==> src/rtl/muldiv_pkg.sv <==
// Package: shared opcode and sequencer state types for the multiply/divide unit.
// Assumes: opcode bit 1 selects divide, bit 0 selects unsigned arithmetic.
package muldiv_pkg;

    typedef enum logic [1:0] {
        OP_MUL  = 2'b00,
        OP_UMUL = 2'b01,
        OP_DIV  = 2'b10,
        OP_UDIV = 2'b11
    } md_op_e;

    typedef enum logic [1:0] {
        ST_IDLE = 2'b00,
        ST_RUN  = 2'b01,
        ST_FIX  = 2'b10,
        ST_DONE = 2'b11
    } md_state_e;

endpackage

==> src/rtl/muldiv_sign_prep.sv <==
// Module: muldiv_sign_prep
// Turns raw operands into magnitudes and records the result signs.
// Assumes: op[0]=1 means unsigned, so no magnitude conversion is done.
// The most negative value maps to its unsigned magnitude (2^(W-1)).
module muldiv_sign_prep #(
    parameter int W = 16
) (
    input  logic [1:0]   op,
    input  logic [W-1:0] a,
    input  logic [W-1:0] b,
    output logic [W-1:0] mag_a,
    output logic [W-1:0] mag_b,
    output logic         neg_main,
    output logic         neg_rem,
    output logic         div_zero
);
    logic is_signed;
    logic a_neg;
    logic b_neg;

    // Decide operand signs and strip them.
    always_comb begin
        is_signed = ~op[0];
        a_neg     = is_signed & a[W-1];
        b_neg     = is_signed & b[W-1];
        mag_a     = a_neg ? (~a + 1'b1) : a;
        mag_b     = b_neg ? (~b + 1'b1) : b;
        neg_main  = a_neg ^ b_neg;
        neg_rem   = a_neg;
        div_zero  = (b == '0);
    end
endmodule

==> src/rtl/muldiv_mul_step.sv <==
// Module: muldiv_mul_step
// One shift-add multiply iteration on the unsigned {hi, lo} accumulator.
// Assumes: lo starts with the multiplier, hi with zero; after W steps
// {hi[W-1:0], lo} holds the full product of the two magnitudes.
module muldiv_mul_step #(
    parameter int W = 16
) (
    input  logic [W:0]   hi_in,
    input  logic [W-1:0] lo_in,
    input  logic [W-1:0] mcand,
    output logic [W:0]   hi_out,
    output logic [W-1:0] lo_out
);
    logic [W:0] sum;

    // Add the multiplicand when the current multiplier bit is set, then shift right.
    always_comb begin
        sum    = {1'b0, hi_in[W-1:0]} + (lo_in[0] ? {1'b0, mcand} : '0);
        hi_out = {1'b0, sum[W:1]};
        lo_out = {sum[0], lo_in[W-1:1]};
    end
endmodule

==> src/rtl/muldiv_div_step.sv <==
// Module: muldiv_div_step
// One restoring-division iteration: shift in a dividend bit, trial-subtract.
// Assumes: lo starts with the dividend magnitude and hi with zero; after W steps
// lo is the quotient and hi[W-1:0] the remainder (for a nonzero divisor).
module muldiv_div_step #(
    parameter int W = 16
) (
    input  logic [W:0]   hi_in,
    input  logic [W-1:0] lo_in,
    input  logic [W-1:0] divisor,
    output logic [W:0]   hi_out,
    output logic [W-1:0] lo_out
);
    logic [W:0]   shifted;
    logic [W+1:0] trial;
    logic         fits;

    // Keep the difference only when the divisor fits the partial remainder.
    always_comb begin
        shifted = {hi_in[W-1:0], lo_in[W-1]};
        trial   = {1'b0, shifted} - {2'b00, divisor};
        fits    = ~trial[W+1];
        hi_out  = fits ? trial[W:0] : shifted;
        lo_out  = {lo_in[W-2:0], fits};
    end
endmodule

==> src/rtl/muldiv_result_fix.sv <==
// Module: muldiv_result_fix
// Applies signs to the magnitude result and orders the two output words.
// Assumes: the sign flags come from muldiv_sign_prep for the same operation;
// a zero divisor overrides the loop result with the raw dividend.
module muldiv_result_fix #(
    parameter int W = 16
) (
    input  logic [1:0]   op,
    input  logic [W:0]   hi,
    input  logic [W-1:0] lo,
    input  logic         neg_main,
    input  logic         neg_rem,
    input  logic         div_zero,
    input  logic [W-1:0] dividend_raw,
    output logic [W-1:0] word_first,
    output logic [W-1:0] word_second
);
    localparam int PW = 2 * W;

    logic [PW-1:0] prod;
    logic [W-1:0]  quo;
    logic [W-1:0]  rem;

    // Select product halves or quotient/remainder, applying negation.
    always_comb begin
        prod = {hi[W-1:0], lo};
        if (neg_main) prod = ~prod + 1'b1;
        quo  = neg_main ? (~lo + 1'b1) : lo;
        rem  = neg_rem ? (~hi[W-1:0] + 1'b1) : hi[W-1:0];
        if (!op[1]) begin
            word_first  = prod[W-1:0];
            word_second = prod[PW-1:W];
        end else if (div_zero) begin
            word_first  = '0;
            word_second = dividend_raw;
        end else begin
            word_first  = quo;
            word_second = rem;
        end
    end
endmodule

==> src/rtl/muldiv_unit.sv <==
// Module: muldiv_unit (top)
// Iterative signed/unsigned multiply and divide, one bit per clock.
// Sequence: accept start while idle, W iteration cycles, one sign-fix cycle,
// one done cycle. Results are registered and held until the next completion.
// Assumes: synchronous active-low reset; start is ignored while busy.
module muldiv_unit #(
    parameter int W = 16
) (
    input  logic         clk,
    input  logic         rst_n,
    input  logic         start_i,
    input  logic [1:0]   op_i,
    input  logic [W-1:0] a_i,
    input  logic [W-1:0] b_i,
    output logic         busy_o,
    output logic         done_o,
    output logic [W-1:0] res_first_o,
    output logic [W-1:0] res_second_o
);
    import muldiv_pkg::*;

    localparam int CW = (W > 2) ? $clog2(W) : 1;
    localparam logic [CW-1:0] LAST_STEP = CW'(W - 1);

    md_state_e    state_q;
    logic [CW-1:0] step_q;
    logic [1:0]   op_q;
    logic [W:0]   hi_q;
    logic [W-1:0] lo_q;
    logic [W-1:0] opnd_q;
    logic [W-1:0] a_raw_q;
    logic         neg_main_q;
    logic         neg_rem_q;
    logic         div_zero_q;
    logic [W-1:0] res_first_q;
    logic [W-1:0] res_second_q;

    logic [W-1:0] mag_a;
    logic [W-1:0] mag_b;
    logic         neg_main_d;
    logic         neg_rem_d;
    logic         div_zero_d;
    logic [W:0]   mul_hi;
    logic [W-1:0] mul_lo;
    logic [W:0]   div_hi;
    logic [W-1:0] div_lo;
    logic [W-1:0] fix_first;
    logic [W-1:0] fix_second;

    muldiv_sign_prep #(.W(W)) u_prep (
        .op       (op_i),
        .a        (a_i),
        .b        (b_i),
        .mag_a    (mag_a),
        .mag_b    (mag_b),
        .neg_main (neg_main_d),
        .neg_rem  (neg_rem_d),
        .div_zero (div_zero_d)
    );

    muldiv_mul_step #(.W(W)) u_mul (
        .hi_in  (hi_q),
        .lo_in  (lo_q),
        .mcand  (opnd_q),
        .hi_out (mul_hi),
        .lo_out (mul_lo)
    );

    muldiv_div_step #(.W(W)) u_div (
        .hi_in   (hi_q),
        .lo_in   (lo_q),
        .divisor (opnd_q),
        .hi_out  (div_hi),
        .lo_out  (div_lo)
    );

    muldiv_result_fix #(.W(W)) u_fix (
        .op           (op_q),
        .hi           (hi_q),
        .lo           (lo_q),
        .neg_main     (neg_main_q),
        .neg_rem      (neg_rem_q),
        .div_zero     (div_zero_q),
        .dividend_raw (a_raw_q),
        .word_first   (fix_first),
        .word_second  (fix_second)
    );

    // Sequencer and datapath registers: load, iterate, fix signs, strobe.
    always_ff @(posedge clk) begin
        if (!rst_n) begin
            state_q      <= ST_IDLE;
            step_q       <= '0;
            op_q         <= '0;
            hi_q         <= '0;
            lo_q         <= '0;
            opnd_q       <= '0;
            a_raw_q      <= '0;
            neg_main_q   <= 1'b0;
            neg_rem_q    <= 1'b0;
            div_zero_q   <= 1'b0;
            res_first_q  <= '0;
            res_second_q <= '0;
        end else begin
            case (state_q)
                ST_IDLE: begin
                    if (start_i) begin
                        op_q       <= op_i;
                        a_raw_q    <= a_i;
                        neg_main_q <= neg_main_d;
                        neg_rem_q  <= neg_rem_d;
                        div_zero_q <= div_zero_d;
                        hi_q       <= '0;
                        lo_q       <= op_i[1] ? mag_a : mag_b;
                        opnd_q     <= op_i[1] ? mag_b : mag_a;
                        step_q     <= '0;
                        state_q    <= ST_RUN;
                    end
                end
                ST_RUN: begin
                    hi_q   <= op_q[1] ? div_hi : mul_hi;
                    lo_q   <= op_q[1] ? div_lo : mul_lo;
                    step_q <= step_q + 1'b1;
                    if (step_q == LAST_STEP) state_q <= ST_FIX;
                end
                ST_FIX: begin
                    res_first_q  <= fix_first;
                    res_second_q <= fix_second;
                    state_q      <= ST_DONE;
                end
                default: state_q <= ST_IDLE;
            endcase
        end
    end

    // Output decode from sequencer state.
    always_comb begin
        busy_o       = (state_q != ST_IDLE);
        done_o       = (state_q == ST_DONE);
        res_first_o  = res_first_q;
        res_second_o = res_second_q;
    end
endmodule

==> config.mk <==
export PLATFORM = sky130hd
export DESIGN_NAME = muldiv_unit
export DESIGN_NICKNAME = d
export VERILOG_FILES = /design/src/rtl/muldiv_pkg.sv /design/src/rtl/muldiv_sign_prep.sv /design/src/rtl/muldiv_mul_step.sv /design/src/rtl/muldiv_div_step.sv /design/src/rtl/muldiv_result_fix.sv /design/src/rtl/muldiv_unit.sv
export SDC_FILE = /design/constraint.sdc
export NUM_CORES = 1
export LEC_CHECK = 0
export BUFFER_PORTS_ARGS = -buffer_cell sky130_fd_sc_hd__buf_2
export CAP_MARGIN = 20
export CORE_MARGIN = 1
export CORE_UTILIZATION = 66
export CTS_BUF_LIST = sky130_fd_sc_hd__clkbuf_8
export CTS_CLUSTER_SIZE = 25
export DETAILED_ROUTE_END_ITERATION = 8
export PLACE_DENSITY = 0.91
export SLEW_MARGIN = 20
export SYNTH_ARGS = -nofsm -noshare
export SYNTH_HDL_FRONTEND = slang
export SYNTH_SLANG_ARGS = --single-unit
==> constraint.sdc <==
create_clock -name clk -period 4.9 [get_ports clk]
set_input_delay 0.49 -clock clk [delete_from_list [all_inputs] [get_ports clk]]
set_output_delay 0.49 -clock clk [all_outputs]
set_load 0.02 [all_outputs]
==> flow_summary.json, run 1 <==
{
  "area_growth_pct": 6.35,
  "clockPowerShare_pct": 16.0,
  "status": "complete, no violations",
  "hold_path_end": "a_raw_q[1]",
  "clk_pin_slew_ps": 120,
  "switching_share_pct": 46.7,
  "p_per_area_mw_per_mm2": 427,
  "vdd_ir_drop_max_mv": 0.427,
  "multiInputGateArea_mm2": 0.00559,
  "die_x_um": 114,
  "postRouteAntennaNets": 0,
  "r2r_cells": 11,
  "io_buffer_count": 70,
  "fmax_mhz": 308,
  "dp_hpwl_um": 16100,
  "pre_cts_ws_ps": 1700,
  "die-height_um": 114,
  "crit_type": "flip-flop to flip-flop",
  "clk_path_buf_depth": 2,
  "die_area_mm2": 0.0129,
  "finalNetCount": 1193,
  "clk-insertion-delay-late_ps": 410,
  "yosysUniqueCellTypes": 69,
  "period_minus_slack_ps": 3250,
  "grt_max_degree": 65,
  "ys_ff_latch": 106,
  "cts_setup_buffers": 0,
  "route.vias.total": 8186,
  "synth.avg_cell_area_um2": 7.47,
  "grt_pass1_wl_um": 35600,
  "via_per_inst": 6.37,
  "pin_count": 71,
  "grt_use_total_pct": 35.0,
  "htreeDepth": 3,
  "slew_headroom_pct": 37.6,
  "start_kind": "flip-flop",
  "overflow": 0,
  "seq_power_share_pct": 34.1,
  "cts_num_sinks": 106,
  "max_cap_viol_count": 0,
  "crit_fanout": 10,
  "finalSetupViolations": 0,
  "placedInstanceArea_mm2": 0.00855,
  "setup_ws_ps": 1650,
  "start_util_pct": 68.0,
  "cts_root_buffer": "clkbuf_8",
  "synth_edf_count": 0,
  "yosys_warnings": 0,
  "ys_seq_area_share_pct": 25.8,
  "cts_tree": "yes",
  "core_mm2": 0.0121,
  "fin_skew_ps": 17.6,
  "min_path_cells": 3,
  "ys_async_sr_fraction_pct": 0,
  "regToRegStartpoint": "hi_q[0]",
  "cts_resized": 0,
  "rsz0062_at_grt": "no",
  "rows": 40,
  "fin_crit_sh_pct": 66.3,
  "crit_required_ps": 5210,
  "pwr-share-comb_pct": 49.9,
  "slew_violations": 0,
  "hp-class": "input port to flip-flop",
  "fillCellCount": 966,
  "r2r_setup_slack_ps": 1650,
  "syn_area_mm2": 0.00824,
  "post_drt_wl_per_cell_um": 17.5,
  "antennaDiodeCount": 0,
  "worstPathArrival_ps": 3560,
  "numCtsBuffers": 9,
  "drcViolationCount": 0,
  "final_area_mm2": 0.00876,
  "worst_pin_slew_ps": 932,
  "synthFlopType": "dfxtp_1",
  "hold_violations": 0,
  "syn_inst": 1103,
  "r2r-end": "hi_q[13]",
  "firstDrtPassIters": 6,
  "grt_pass1_vias": 7296,
  "drt_iter0_drc": 894,
  "end_kind": "flip-flop",
  "power.switching_w": 0.00175,
  "seq_area_mm2": 0.00212,
  "worst_hold_slack_ps": 372,
  "fin_tns_setup_ps": 0,
  "p_int_w": 0.00199,
  "routabilityCongestion": 0.943,
  "critPathLaunch": "hi_q[0]",
  "routed_wl_um": 22500,
  "worstHoldStart": "a_i[1]",
  "cts_hold_buf": 0,
  "p_leak_nw": 3.55,
  "antenna_found_initial": 0,
  "drive_above_1_share_pct": 11.3,
  "synth_nets": 1183
}
-- state kept, by name (all words and copies together) (netlist names) --
name          cells
res_second_o     16
lo_q             16
div_zero_q        1
a_raw_q          16
res_first_o      16
opnd_q           16
hi_q             16
neg_rem_q         1
state_q           2
step_q            4
neg_main_q        1
op_q              1
-- power groups by stage --
stage	logic, W	registers (W)	clock network [W]
2_1_floorplan	0.00142	0.00121	0
3_3_place_gp	0.00177	0.00127	0
3_5_place_dp	0.00181	0.00128	0
4_1_cts	0.00182	0.00126	0.000596
5_1_grt	0.00203	0.00129	0.000628
6_report	0.00186	0.00128	0.000598
-- critical path, stage by stage, from the launching register on --
cell and delay (ps):
dfxtp_1 590, ha_1 270, inv_1 60, fa_1 370
nand2b_1 200, a21oi_1 240, o21ai_0 140, a21oi_1 320
a41oi_1 220, o31ai_1 320, mux2i_1 120, a211o_1 290
-- cells in the mapped netlist, types with 3 or more instances --
cell	number	area [um2]
a211o_1	4	35.0
a211oi_1	12	90.1
a21boi_0	24	180
a21o_1	10	75.1
a21oi_1	81	405
a22oi_1	8	60.1
a31o_2	3	26.3
a31oi_1	5	31.3
a32o_1	3	30.0
and2_1	29	181
and3_1	5	31.3
buf_1	12	45.0
clkbuf_1	63	236
dfxtp_1	106	2120
ha_1	41	513
inv_1	58	218
mux2_2	15	169
mux2i_1	23	230
nand2_1	121	454
nand2b_1	20	125
nand3_1	17	85.1
nand3b_1	7	52.6
nand4_1	4	25.0
nor2_1	84	315
nor2b_1	18	113
nor3_1	17	85.1
nor4_1	6	37.5
o211a_1	9	90.1
o211ai_1	15	113
o21a_1	4	30.0
o21ai_0	90	450
o21ai_1	3	15.0
o21bai_1	3	22.5
o22ai_1	19	119
o31ai_1	15	113
o41ai_1	6	52.6
or2_2	4	25.0
or3_1	5	31.3
or4_1	6	45.0
xnor2_1	54	473
xor2_1	34	298
-- cells in the final DEF, fill, tap and decap left out, types with 6 or more instances in the layout --
cell type,count
nand2_1,121
nor4_1,6
a21o_1,10
buf_4,8
a21boi_0,24
mux2_2,15
a211oi_1,12
nor3_1,17
a22oi_1,8
o22ai_1,19
nand3_1,17
o21ai_0,90
nor2_1,84
mux2i_1,23
or4_1,6
o211ai_1,15
xor2_1,34
buf_2,70
and2_1,29
o31ai_1,15
a21oi_1,81
nand3b_1,7
clkbuf_8,9
o211a_1,9
o41ai_1,6
ha_1,41
inv_1,59
nor2b_1,18
dfxtp_1,104
xnor2_1,54
nand2b_1,20
-- area by class of cell --
type	instances	area share (%)
clock buffer	9	1.41
inverter	58	2.49
clock inverter	7	0.943
tap	168	2.40
multi-input combinational	860	63.8
sequential	106	24.3
timing repair buffer	78	4.69
-- logic make-up (layout without fill, tap and decap cells) --
logic type / after synthesis / count (layout) / synth area share [%]
xor gates and xnor gates: 88 / 88 / 9.36
muxes: 38 / 38 / 4.85
buffers and inverters: 137 / 152 / 6.38
and+or+nand+nor: 356 / 356 / 21.0
DFF: 106 / 106 / 25.8
adders and majority gates: 43 / 43 / 6.71
AOI/OAI and AO/OA: 335 / 335 / 26.0
-- layer usage --
layer  vias to the layer above  track usage (%)  part of all wire (%)
li1                       3888                -                     -
met1                      3745             44.9                    41
met2                       471             55.9                    46
met3                        82             5.79                   9.3
met4                         0             19.8                   4.0
met5                         -                0                     0
-- how the worst max path moves through the flow --
| stage | to |
|---|---|
| 6_report | hi_q[13] |
| 5_1_grt | hi_q[13] |
| 4_1_cts | hi_q[13] |
| 3_5_place_dp | hi_q[13] |
| 3_3_place_gp | hi_q[3] |
| 2_1_floorplan | hi_q[13] |
-- per-stage QoR --
stage	power, W	util (%)	instances
floorplan	0.00263	-	1103
global placement	0.00304	70.6	1270
detailed placement	0.00309	70.6	1270
CTS	0.00368	72.3	1286
global route	0.00396	72.3	1286
finish	0.00374	72.3	1286
Power figures use the tool's default switching activity.
==> run 2: changes to the inputs <==
--- a/config.mk
+++ b/config.mk
@@ -8,11 +8,11 @@
 export BUFFER_PORTS_ARGS = -buffer_cell sky130_fd_sc_hd__buf_2
 export CAP_MARGIN = 20
 export CORE_MARGIN = 1
-export CORE_UTILIZATION = 66
+export CORE_UTILIZATION = 63
 export CTS_BUF_LIST = sky130_fd_sc_hd__clkbuf_8
 export CTS_CLUSTER_SIZE = 25
 export DETAILED_ROUTE_END_ITERATION = 8
-export PLACE_DENSITY = 0.91
+export PLACE_DENSITY = 0.88
 export SLEW_MARGIN = 20
 export SYNTH_ARGS = -nofsm -noshare
 export SYNTH_HDL_FRONTEND = slang
==> constraint.sdc (replaced) <==
create_clock -name clk -period 3.2 [get_ports clk]
set_input_delay 0.32 -clock clk [delete_from_list [all_inputs] [get_ports clk]]
set_output_delay 0.32 -clock clk [all_outputs]
set_load 0.02 [all_outputs]
==> run 2 against run 1 <==
Sequential power is 47% higher. Cell count increased by 2.8%. Register-to-register slack got worse by 1500 ps. Non-clock buffer count grew 32. Clock skew down 8.3 ps. Clock-buffer cell count is the same. Critical path depth increased by 1. Combinational power rose by 66%. Worst setup slack got worse by 1500 ps. Critical path type unchanged. Cell area grew 2.9%. Sequential cell count stayed put.
==> flow_summary.json, run 2 (synthesized netlist as in run 1, its figures left out) <==
{
  "status": "complete, no violations",
  "grt_pass1_wl_um": 37100,
  "overflow": 0,
  "hp-class": "input port to flip-flop",
  "setup_ws_ps": 200,
  "cts_tree": "yes",
  "p_per_area_mw_per_mm2": 653,
  "cts_root_buffer": "clkbuf_8",
  "drive_above_1_share_pct": 13.7,
  "worstHoldStart": "a_i[1]",
  "crit_chain": "and2_1 > ha_1 > inv_1 > fa_1 > nand2b_1 > a21oi_1 > o21ai_0 > a21oi_2 > a41oi_1 > o31ai_2 > mux2i_1 > a211o_1",
  "critPathLaunch": "lo_q[0]",
  "end_kind": "flip-flop",
  "finalNetCount": 1225,
  "fin_skew_ps": 9.30,
  "max_cap_viol_count": 0,
  "final_area_mm2": 0.00902,
  "crit_required_ps": 3510,
  "firstDrtPassIters": 5,
  "antennaDiodeCount": 0,
  "worstPathArrival_ps": 3310,
  "fin_tns_setup_ps": 0,
  "grt_max_degree": 50,
  "layout_commonest_cell": "nand2_1",
  "die_x_um": 116,
  "placedInstanceArea_mm2": 0.00877,
  "via_per_inst": 6.34,
  "slew_violations": 0,
  "grt_pass1_vias": 7423,
  "slew_headroom_pct": 42.6,
  "period_minus_slack_ps": 3000,
  "p_leak_nw": 3.72,
  "drt_iter0_drc": 856,
  "antenna_found_initial": 0,
  "postRouteAntennaNets": 0,
  "clk_path_buf_depth": 2,
  "pre_cts_ws_ps": 136,
  "start_kind": "flip-flop",
  "r2r_setup_slack_ps": 200,
  "final_cell_mix": "nand2_1, dfxtp_1, o21ai_0, nor2_1, a21oi_1",
  "regToRegStartpoint": "lo_q[0]",
  "hold_violations": 0,
  "die_area_mm2": 0.0135,
  "die-height_um": 116,
  "core_mm2": 0.0127,
  "dp_hpwl_um": 17400,
  "start_util_pct": 65.0,
  "grt_use_total_pct": 35.4,
  "area_growth_pct": 9.46,
  "clk-insertion-delay-late_ps": 400,
  "cp_num_cells": 12,
  "crit_type": "flip-flop to flip-flop",
  "seq_area_mm2": 0.00212,
  "clk_pin_slew_ps": 120,
  "rows": 41,
  "multiInputGateArea_mm2": 0.00560,
  "route.vias.total": 8379,
  "r2r-end": "hi_q[13]",
  "slowest_delay_ps": 390,
  "placed_cells": 1303,
  "fin_crit_sh_pct": 93.8,
  "slowest_stage": "dfxtp_1",
  "critPathBufInv": 1,
  "crit_end": "hi_q[13]",
  "rsz0062_at_grt": "no",
  "fmax_mhz": 333,
  "htreeDepth": 3,
  "cts_num_sinks": 106,
  "worst_pin_slew_ps": 861,
  "io_buffer_count": 70,
  "layout.cells.non_filler": 1322,
  "numCtsBuffers": 9,
  "post_drt_wl_per_cell_um": 17.8,
  "vdd_ir_drop_max_mv": 0.672,
  "routed_wl_um": 23600,
  "finalSetupViolations": 0,
  "crit_family": "compound AO/OA/AOI/OAI gates",
  "drcViolationCount": 0,
  "r2r_cells": 12,
  "pin_count": 71,
  "routabilityCongestion": 0.970,
  "fillCellCount": 1009,
  "cts_hold_buf": 0,
  "crit_fanout": 4
}
run 2: area by class of cell:
type	instances	share of cell area (%)
clock buffer	9	1.37
clock inverter	7	0.971
inverter	58	2.41
multi-input combinational	860	62.1
sequential	106	23.5
tap	172	2.39
timing repair buffer	110	7.22
run 2: metrics by stage:
step | util [%] | total power, W | hold WS [ps]
after CTS | 70.9 | 0.00577 | 195
after detailed placement | 69.2 | 0.00487 | 445
after floorplan | - | 0.00402 | 438
final | 71.2 | 0.00589 | 200
after global routing | 71.2 | 0.00624 | 216
after global placement | 69.2 | 0.00479 | 437
run 2: per-layer routing:
layer | wire length, um | GRT usage, %
met5 | 0 | 0
met4 | 721 | 15.2
met3 | 2480 | 8.41
met2 | 10500 | 54.1
met1 | 9840 | 47.5
run 2: timing repair:
| action | CTS | global route |
|---|---|---|
| gates resized for setup | 0 | 2 |
| buffers inserted | 0 | 3 |
| endpoints found under the setup margin | 0 | 3 |
run 2: worst min-delay path by stage:
stage / end / cells past startpoint
3_3_place_gp: res_second_o[15] / 2
4_1_cts: a_raw_q[1] / 3
2_1_floorplan: a_raw_q[12] / 2
5_1_grt: a_raw_q[0] / 3
6_report: a_raw_q[1] / 3
3_5_place_dp: res_second_o[13] / 2
run 2: report_power, final:
group | switching [W] | internal [W]
registers | 0.000296 | 0.00158
clock network | 0.000552 | 0.000379
logic | 0.00189 | 0.00119
run 2: worst min-delay path, stage by stage:
cell      delay (ps)
buf_2            120
nand2_1           50
a21boi_0          60
